[src/rtl/ddr_ser_pkg.sv]
package ddr_ser_pkg;

  // Delay-line stage read by the shifter load. Stage 0 is the capture register.
  function automatic int read_stage(input int lat_halves);
    return (lat_halves % 2 == 1) ? lat_halves / 2 : lat_halves / 2 - 1;
  endfunction

  // Phase value seen just before the edge that loads the shifter.
  function automatic int load_phase(input int word_w, input int lat_halves);
    return (lat_halves % 2 == 1) ? word_w / 2 - 1 : word_w - 1;
  endfunction

  // Frame level for the bit with index idx inside a word.
  function automatic logic frame_level(input int idx, input int word_w);
    return (idx < word_w / 2);
  endfunction

endpackage

[src/rtl/ser_phase_gen.sv]
module ser_phase_gen
  import ddr_ser_pkg::*;
#(
  parameter int WORD_W     = 12,
  parameter int LAT_HALVES = 13
) (
  input  logic clk,
  input  logic rst_n,
  output logic tick_o,
  output logic load_o,
  output logic smp_clk_o,
  output logic bit_clk_o
);
  localparam int PW = $clog2(WORD_W);
  localparam logic [PW-1:0] PH_LAST = PW'(WORD_W - 1);
  localparam logic [PW-1:0] PH_HALF = PW'(WORD_W / 2);
  localparam logic [PW-1:0] PH_LOAD = PW'(load_phase(WORD_W, LAT_HALVES));

  logic [PW-1:0] phase_q;

  always_ff @(posedge clk or negedge rst_n) begin
    if (!rst_n)      phase_q <= PH_LAST;
    else if (tick_o) phase_q <= '0;
    else             phase_q <= phase_q + 1'b1;
  end

  assign tick_o    = (phase_q == PH_LAST);
  assign load_o    = (phase_q == PH_LOAD);
  assign smp_clk_o = (phase_q < PH_HALF);
  assign bit_clk_o = ~phase_q[0];


  smp_rise_chk: assert property (@(posedge clk) disable iff (!rst_n)
    tick_o |=> $rose(smp_clk_o));


  bclk_fall_chk: assert property (@(posedge clk) disable iff (!rst_n)
    bit_clk_o |=> !bit_clk_o);


  bclk_rise_chk: assert property (@(posedge clk) disable iff (!rst_n)
    !bit_clk_o |=> bit_clk_o);

endmodule

[src/rtl/ser_latency_line.sv]
module ser_latency_line
  import ddr_ser_pkg::*;
#(
  parameter int WORD_W     = 12,
  parameter int LAT_HALVES = 13
) (
  input  logic              clk,
  input  logic              rst_n,
  input  logic              tick_i,
  input  logic [WORD_W-1:0] word_i,
  input  logic              valid_i,
  output logic [WORD_W-1:0] word_o,
  output logic              live_o
);
  localparam int RD = read_stage(LAT_HALVES);

  logic [WORD_W-1:0] stg_q  [0:RD];
  logic              live_q [0:RD];

  always_ff @(posedge clk or negedge rst_n) begin
    if (!rst_n) begin
      stg_q[0]  <= '0;
      live_q[0] <= 1'b0;
    end else if (tick_i) begin
      stg_q[0]  <= valid_i ? word_i : '0;
      live_q[0] <= 1'b1;
    end
  end

  for (genvar i = 1; i <= RD; i++) begin : g_stage
    always_ff @(posedge clk or negedge rst_n) begin
      if (!rst_n) begin
        stg_q[i]  <= '0;
        live_q[i] <= 1'b0;
      end else if (tick_i) begin
        stg_q[i]  <= stg_q[i-1];
        live_q[i] <= live_q[i-1];
      end
    end
  end

  assign word_o = stg_q[RD];
  assign live_o = live_q[RD];


  capture_chk: assert property (@(posedge clk) disable iff (!rst_n)
    tick_i && valid_i |=> stg_q[0] == $past(word_i));


  zero_fill_chk: assert property (@(posedge clk) disable iff (!rst_n)
    tick_i && !valid_i |=> stg_q[0] == '0);

endmodule

[src/rtl/ser_word_shifter.sv]
module ser_word_shifter
  import ddr_ser_pkg::*;
#(
  parameter int WORD_W = 12
) (
  input  logic              clk,
  input  logic              rst_n,
  input  logic              load_i,
  input  logic [WORD_W-1:0] word_i,
  input  logic              live_i,
  output logic              sdata_o,
  output logic              frame_o,
  output logic              primed_o
);
  localparam int CW = $clog2(WORD_W);
  localparam logic [CW-1:0] CNT_LAST = CW'(WORD_W - 1);

  logic [WORD_W-1:0] sh_q;
  logic [CW-1:0]     cnt_q;
  logic [CW-1:0]     cnt_nx;
  logic              frame_q;
  logic              primed_q;

  assign cnt_nx = (cnt_q == CNT_LAST) ? '0 : cnt_q + 1'b1;

  always_ff @(posedge clk or negedge rst_n) begin
    if (!rst_n) begin
      sh_q     <= '0;
      cnt_q    <= '0;
      frame_q  <= 1'b0;
      primed_q <= 1'b0;
    end else if (load_i) begin
      sh_q     <= live_i ? word_i : '0;
      cnt_q    <= '0;
      frame_q  <= live_i && frame_level(0, WORD_W);
      primed_q <= primed_q | live_i;
    end else begin
      sh_q     <= sh_q >> 1;
      cnt_q    <= cnt_nx;
      frame_q  <= primed_q && frame_level(int'(cnt_nx), WORD_W);
    end
  end

  assign sdata_o  = sh_q[0];
  assign frame_o  = frame_q;
  assign primed_o = primed_q;


  word_gap_chk: assert property (@(posedge clk) disable iff (!rst_n)
    load_i && primed_q |-> cnt_q == CNT_LAST);


  idle_quiet_chk: assert property (@(posedge clk) disable iff (!rst_n)
    !primed_q |-> !sdata_o && !frame_o);

endmodule

[src/rtl/ddr_word_serializer.sv]
module ddr_word_serializer #(
  parameter int WORD_W     = 12,
  parameter int LAT_HALVES = 13
) (
  input  logic              clk_fast,
  input  logic              rst_n,
  input  logic [WORD_W-1:0] smp_word,
  input  logic              smp_valid,
  output logic              smp_clk_o,
  output logic              bit_clk_o,
  output logic              frame_o,
  output logic              sdata_o
);
  logic              tick_w;
  logic              load_w;
  logic [WORD_W-1:0] dly_word_w;
  logic              dly_live_w;
  logic              primed_w;

  ser_phase_gen #(.WORD_W(WORD_W), .LAT_HALVES(LAT_HALVES)) u_phase (
    .clk      (clk_fast),
    .rst_n    (rst_n),
    .tick_o   (tick_w),
    .load_o   (load_w),
    .smp_clk_o(smp_clk_o),
    .bit_clk_o(bit_clk_o)
  );

  ser_latency_line #(.WORD_W(WORD_W), .LAT_HALVES(LAT_HALVES)) u_line (
    .clk    (clk_fast),
    .rst_n  (rst_n),
    .tick_i (tick_w),
    .word_i (smp_word),
    .valid_i(smp_valid),
    .word_o (dly_word_w),
    .live_o (dly_live_w)
  );

  ser_word_shifter #(.WORD_W(WORD_W)) u_shift (
    .clk     (clk_fast),
    .rst_n   (rst_n),
    .load_i  (load_w),
    .word_i  (dly_word_w),
    .live_i  (dly_live_w),
    .sdata_o (sdata_o),
    .frame_o (frame_o),
    .primed_o(primed_w)
  );


  frame_start_chk: assert property (@(posedge clk_fast) disable iff (!rst_n)
    load_w && dly_live_w |=> frame_o);

endmodule

[config.mk]
export PLATFORM = sky130hd
export DESIGN_NAME = ddr_word_serializer
export DESIGN_NICKNAME = d
export VERILOG_FILES = /design/src/rtl/ddr_ser_pkg.sv /design/src/rtl/ser_phase_gen.sv /design/src/rtl/ser_latency_line.sv /design/src/rtl/ser_word_shifter.sv /design/src/rtl/ddr_word_serializer.sv
export SDC_FILE = /design/constraint.sdc
export NUM_CORES = 1
export LEC_CHECK = 0
export ABC_AREA = 1
export BUFFER_PORTS_ARGS = -buffer_cell sky130_fd_sc_hd__clkbuf_2
export CAP_MARGIN = 0
export CORE_MARGIN = 3
export CORE_UTILIZATION = 35
export DETAILED_ROUTE_END_ITERATION = 10
export PLACE_DENSITY = 0.62
export SLEW_MARGIN = 40
export SYNTH_ARGS = -nofsm -noshare
export SYNTH_HDL_FRONTEND = slang
export SYNTH_SLANG_ARGS = --single-unit
[constraint.sdc]
create_clock -name clk_fast -period 2.7 [get_ports clk_fast]
set_input_delay 0.54 -clock clk_fast [delete_from_list [all_inputs] [get_ports clk_fast]]
set_output_delay 0.54 -clock clk_fast [all_outputs]
set_load 0.01 [all_outputs]
* Yosys cells after proc, flatten, opt, wreduce, memory -nomap -nowiden
Cells that the tools add are included.
** Storage, ports and cells
- Flip-flop bits (word level) :: 113
- Output and inout bits :: 4
- Word-level logic and storage cells :: 36
- Input bits :: 15
** Operators by class
- Multiplexer cells :: 7
- Bitwise operators :: 2
- Equality and inequality tests :: 3
- $lt $le $gt $ge :: 2
- Reduce and logical (&&, ||, !) cells :: 1
- Add/sub/neg operators :: 2
** Operators by type and width (count)
- 2-to-1 mux 12 bit :: 3
- 2-to-1 mux 4 bit :: 3
- adder 4 x 1 -> 4 bit, second input constant :: 2
- == test 4 bit, second input constant :: 2
- less-than comparator 4 x 3 -> 1 bit, second input constant :: 2
- == test 4 x 3 -> 1 bit, second input constant :: 1
- logical AND 1 bit :: 1
- 2-to-1 mux 1 bit :: 1
- NOT 1 bit :: 1
- OR 1 bit :: 1

* Logic depth before layout (Yosys ltp)
- Word-level depth :: 5
- Gate-level depth with buffers :: 7
- Depth with buffers taken out :: 7

* Hierarchy
A second synthesis with hierarchy kept.
** Second synthesis, totals
- Cells, all modules :: 504
- Area total of the unflattened synthesis :: 4596.9 um^2
** By module, submodules not included
- ser_latency_line :: cells each 395, area each 3587.2 um^2, instances 1, sequential area each 2277.2 um^2
- ser_word_shifter :: cells each 81, area each 790.8 um^2, instances 1, sequential area each 450.4 um^2
- ser_phase_gen :: cells each 28, area each 219.0 um^2, instances 1, sequential area each 103.8 um^2

* Worst setup path after synthesis
No wires, ideal clock.
- Path type :: register to output
- From :: reg u_phase.phase_q[3]
- To :: out smp_clk_o
- Data required time :: 2.160 ns
- Buffers on the path :: 1
- Cell stages (with the launch flop) :: 3
- Arrival :: 0.894 ns
- Path slack :: 1.266 ns
- Cells stage by stage :: dfstp_2 > clkbuf_1 > a21oi_1
** Between the ends
- Longest elaborated chain between the ends :: 1
** RTL lines
- start: declaration :: line ser_phase_gen.sv:19 : logic [PW-1:0] phase_q;
- start signal: assignment :: line ser_phase_gen.sv:24 : else phase_q <= phase_q + 1'b1;
- less-than comparator 4 x 3 -> 1 bit :: line ser_phase_gen.sv:29 : assign smp_clk_o = (phase_q < PH_HALF);
- end: declaration :: line ddr_word_serializer.sv:9 : output logic smp_clk_o,
No other way between the ends.

* Worst setup path in the final report
- From :: reg u_phase.phase_q[0]
- To :: reg u_shift.sh_q[11]
** Between the ends
- Longest elaborated chain between the ends :: 2
** RTL lines
- == test 4 x 3 -> 1 bit :: line ser_phase_gen.sv:28 : assign load_o = (phase_q == PH_LOAD);
- 2-to-1 mux 12 bit :: line ser_word_shifter.sv:32 : end else if (load_i) begin
- end signal: assignment :: line ser_word_shifter.sv:33 : sh_q <= live_i ? word_i : '0;
- end signal: assignment :: line ser_word_shifter.sv:38 : sh_q <= sh_q >> 1;
- end: declaration :: line ser_word_shifter.sv:18 : logic [WORD_W-1:0] sh_q;
No other way between the ends.
A chain may end at the register's enable or synchronous reset.

==> impl_metrics.tcl <==
set metrics [dict create \
    place_area_sq_um 4654 \
    cpPeakStageDelay_ns 0.58 \
    first_iter_violations 208 \
    cts.clk_slew.worst_paths_ns 0.05 \
    fillers 1216 \
    antenna_cells 0 \
    vias_per_cell 4.392 \
    portBuffers 18 \
    syn_nets 480 \
    antenna_found_initial 0 \
    synth_compound_area_share_pct 8.391 \
    synth_xor_area_share_pct 0 \
    fin_skew_ns 0.007891 \
    gr-total-overflow 0 \
    core_area_sq_um 12310 \
    cap_violations 0 \
    clockRootBuffer "clkbuf_16" \
    fin_util_pct 42.86 \
    slew_viol_final 0 \
    hpwl_microns 4176 \
    synthSimpleGateAreaFrac_pct 19.98 \
    critPathRequiredTime_ns 3.03 \
    h-tree-depth 4 \
    cts_buffers 17 \
    tightest_slew_ns 0.6161 \
    fin_area_sq_um 5276 \
    synth_common_cells "184 x nand2_1, 110 x dfrtp_1, 35 x o21ai_0" \
    power.switching_w 0.0008039 \
    final_nets 498 \
    endpoint_kind "flop" \
    vias 2903 \
    yosys.area.top_type "dfrtp_1" \
    cp_common_cell "nand2_1" \
    seqPwrFrac_pct 42.1 \
    gp_congestion 0.6865 \
    cts_setup_buffers 0 \
    cts_buffer_depth 2 \
    ys.flop_type "dfrtp_1" \
    die_h_microns 119.4 \
    relSlewSlack_pct 58.88 \
    max-vdd-ir-drop_uv 403.7 \
    synthMuxAreaShare_pct 0 \
    hold_buffers 0 \
    hp-class "primary input to asynchronous set/reset pin" \
    total_power_w 0.004150 \
    area_delta_synth_final_pct 17.17 \
    powerDensity_nw_per_um2 786.6 \
    cellLeakagePower_nw 2.693 \
    die_width_microns 119.4 \
    grt_pass1_vias 2944 \
    grtUsageTotal_pct 11.56 \
    critPathKind "flop to flop" \
    drt-wirelength-per-cell_microns 10.97 \
    cp-start-kind "flop" \
    slowest_stage "dfstp_2" \
    synthAdderAreaFrac_pct 0.8336 \
    ctsResizeCount 0 \
    grt_max_degree 93 \
    start_util_pct 36.58 \
    period_needed_ns 1.890 \
    synth.most_common_cell "nand2_1" \
    status "completed" \
    p_int_w 0.003347 \
    fmax_mhz 529.0 \
    clock_sinks 113 \
    reg2regPathDepth 5 \
    syn_area_per_cell_sq_um 9.747 \
    postRouteAntennaNets 0 \
    r2r_slack_ns 0.81 \
    synth_seq_area_share_pct 62.88 \
    ys_types 21 \
    yosys_warnings 0 \
    switching_share_pct 19.37 \
    synthArstFlopShare_pct 100.0 \
    worst_ep_arrival_time_ns 2.22 \
    yosysTopAreaCellShare_pct 61.13 \
    syn_inst 462 \
    tns_ns 0 \
    crit_chain "ha_1, nand2_1, nor2_2, nand2_1, nor2_1" \
    finalSetupViolations 0 \
    synth_area_sq_um 4503 \
    rr_endpoint "u_shift.sh_q[11]$_DFF_PN0_" \
    rsz0062_at_grt "false" \
    wl_microns 7252 \
    grt_pass1_wl_microns 13140 \
    r2r_start "u_phase.phase_q[0]$_DFF_PN1_" \
    synth_edf_count 0 \
    pwr-share-comb_pct 2.1 \
    first_pass_iters 4 \
    p_clk_share_pct 55.8 \
    period_share_pct 70.01 \
    pin_count 19 \
    hold_viol 0 \
    synth_area_leaders "dfrtp_1 61%, nand2_1 15%, buf_6 4.0%, o21ai_0 3.9%, o21ai_2 3.5%" \
    drcViolationCount 0 \
    ys_ff_latch 113 \
    synth_top_family_by_area "simple AND/OR/NAND/NOR gates" \
    drive_above_1_share_pct 15.82 \
    die_area_sq_um 14260 \
    clkLatencyLatePin_ns 0.40 \
    num_rows 40 \
    cts_tree "yes" \
    crit_path_max_fanout 17 \
]
-- metal layers --
| metal | track usage (%) | vias up | wire (microns) |
|---|---|---|---|
| met5 | 0 | - | 0 |
| met4 | 5.440 | 0 | 96 |
| met3 | 4.606 | 8 | 353 |
| met2 | 17.45 | 56 | 3373 |
| met1 | 14.52 | 1348 | 3429 |
| li1 | - | 1491 | - |
-- worst max path at each step --
stage                                      start                         end  slack, ns
floorplan           u_phase.phase_q[3]$_DFF_PN1_                   smp_clk_o       1.27
global placement    u_phase.phase_q[0]$_DFF_PN1_   u_shift.frame_o$_DFF_PN0_       0.94
detailed placement  u_phase.phase_q[0]$_DFF_PN1_  u_shift.sh_q[11]$_DFF_PN0_       0.85
CTS                 u_phase.phase_q[0]$_DFF_PN1_  u_shift.sh_q[11]$_DFF_PN0_       0.83
global route        u_phase.phase_q[0]$_DFF_PN1_   u_shift.sh_q[0]$_DFF_PN0_       0.69
finish              u_phase.phase_q[0]$_DFF_PN1_  u_shift.sh_q[11]$_DFF_PN0_       0.81
-- worst max-delay path, delay by kind of cell, from the launching register on --
family | cells | cell delay (ns)
simple gates | 4 | 1.07
flops | 1 | 0.58
fa+ha+maj | 1 | 0.16
-- through the flow --
| step | setup WS (ns) | hold WS, ns | instances |
|---|---|---|---|
| global route | 0.6865 | 0.1583 | 661 |
| CTS | 0.8326 | 0.1440 | 661 |
| floorplan | 1.266 | 0.2444 | 462 |
| finish | 0.8098 | 0.1395 | 661 |
| global placement | 0.9392 | 0.4338 | 629 |
| detailed placement | 0.8520 | 0.4392 | 629 |
-- cell families (layout without fill, tap and decap cells) --
logic type | after synthesis | after routing
and+or+nand+nor | 225 | 225
adders and majority gates | 3 | 3
DFF | 113 | 113
AOI/OAI and AO/OA | 62 | 62
buffers and inverters | 59 | 90
-- cell type report --
class	instances	area, sq um	area share [%]
multi-input combinational	290	1323	25.07
timing repair buffer	24	162.7	3.083
inverter	34	127.6	2.419
sequential	113	2831	53.66
clock inverter	10	157.7	2.988
tap	168	210.2	3.984
clock buffer	22	464.2	8.798
-- flip-flops by register name, indices dropped and copies added (netlist names) --
| register | count |
|---|---|
| u_line.stg_q | 72 |
| u_shift.primed_o | 1 |
| u_shift.cnt_q | 4 |
| u_line.live_q | 6 |
| u_line.live_o | 1 |
| u_shift.sh_q | 12 |
| u_shift.frame_o | 1 |
| u_phase.phase_q | 4 |
| u_line.word_o | 12 |
-- cell usage in the layout, fill, tap and decap left out, types with 4 or more instances in the layout --
cell / n
buf_4: 5
nand3_1: 30
clkbuf_16: 17
inv_1: 33
o21ai_0: 35
dfrtp_1: 110
clkbuf_2: 17
nand2_1: 184
nor2_1: 6
bufinv_16: 4
o21ai_1: 7
o21ai_2: 18
-- power by group through the flow --
stage	Combinational (W)	Sequential, W	Clock [W]
2_1_floorplan	0.0000363	0.00177	0
3_3_place_gp	0.0000874	0.00177	0
3_5_place_dp	0.0000913	0.00178	0
4_1_cts	0.0000924	0.00175	0.00236
5_1_grt	0.000106	0.00175	0.00244
6_report	0.0000876	0.00175	0.00231
Note: power is estimated with default switching activity, not from simulation.
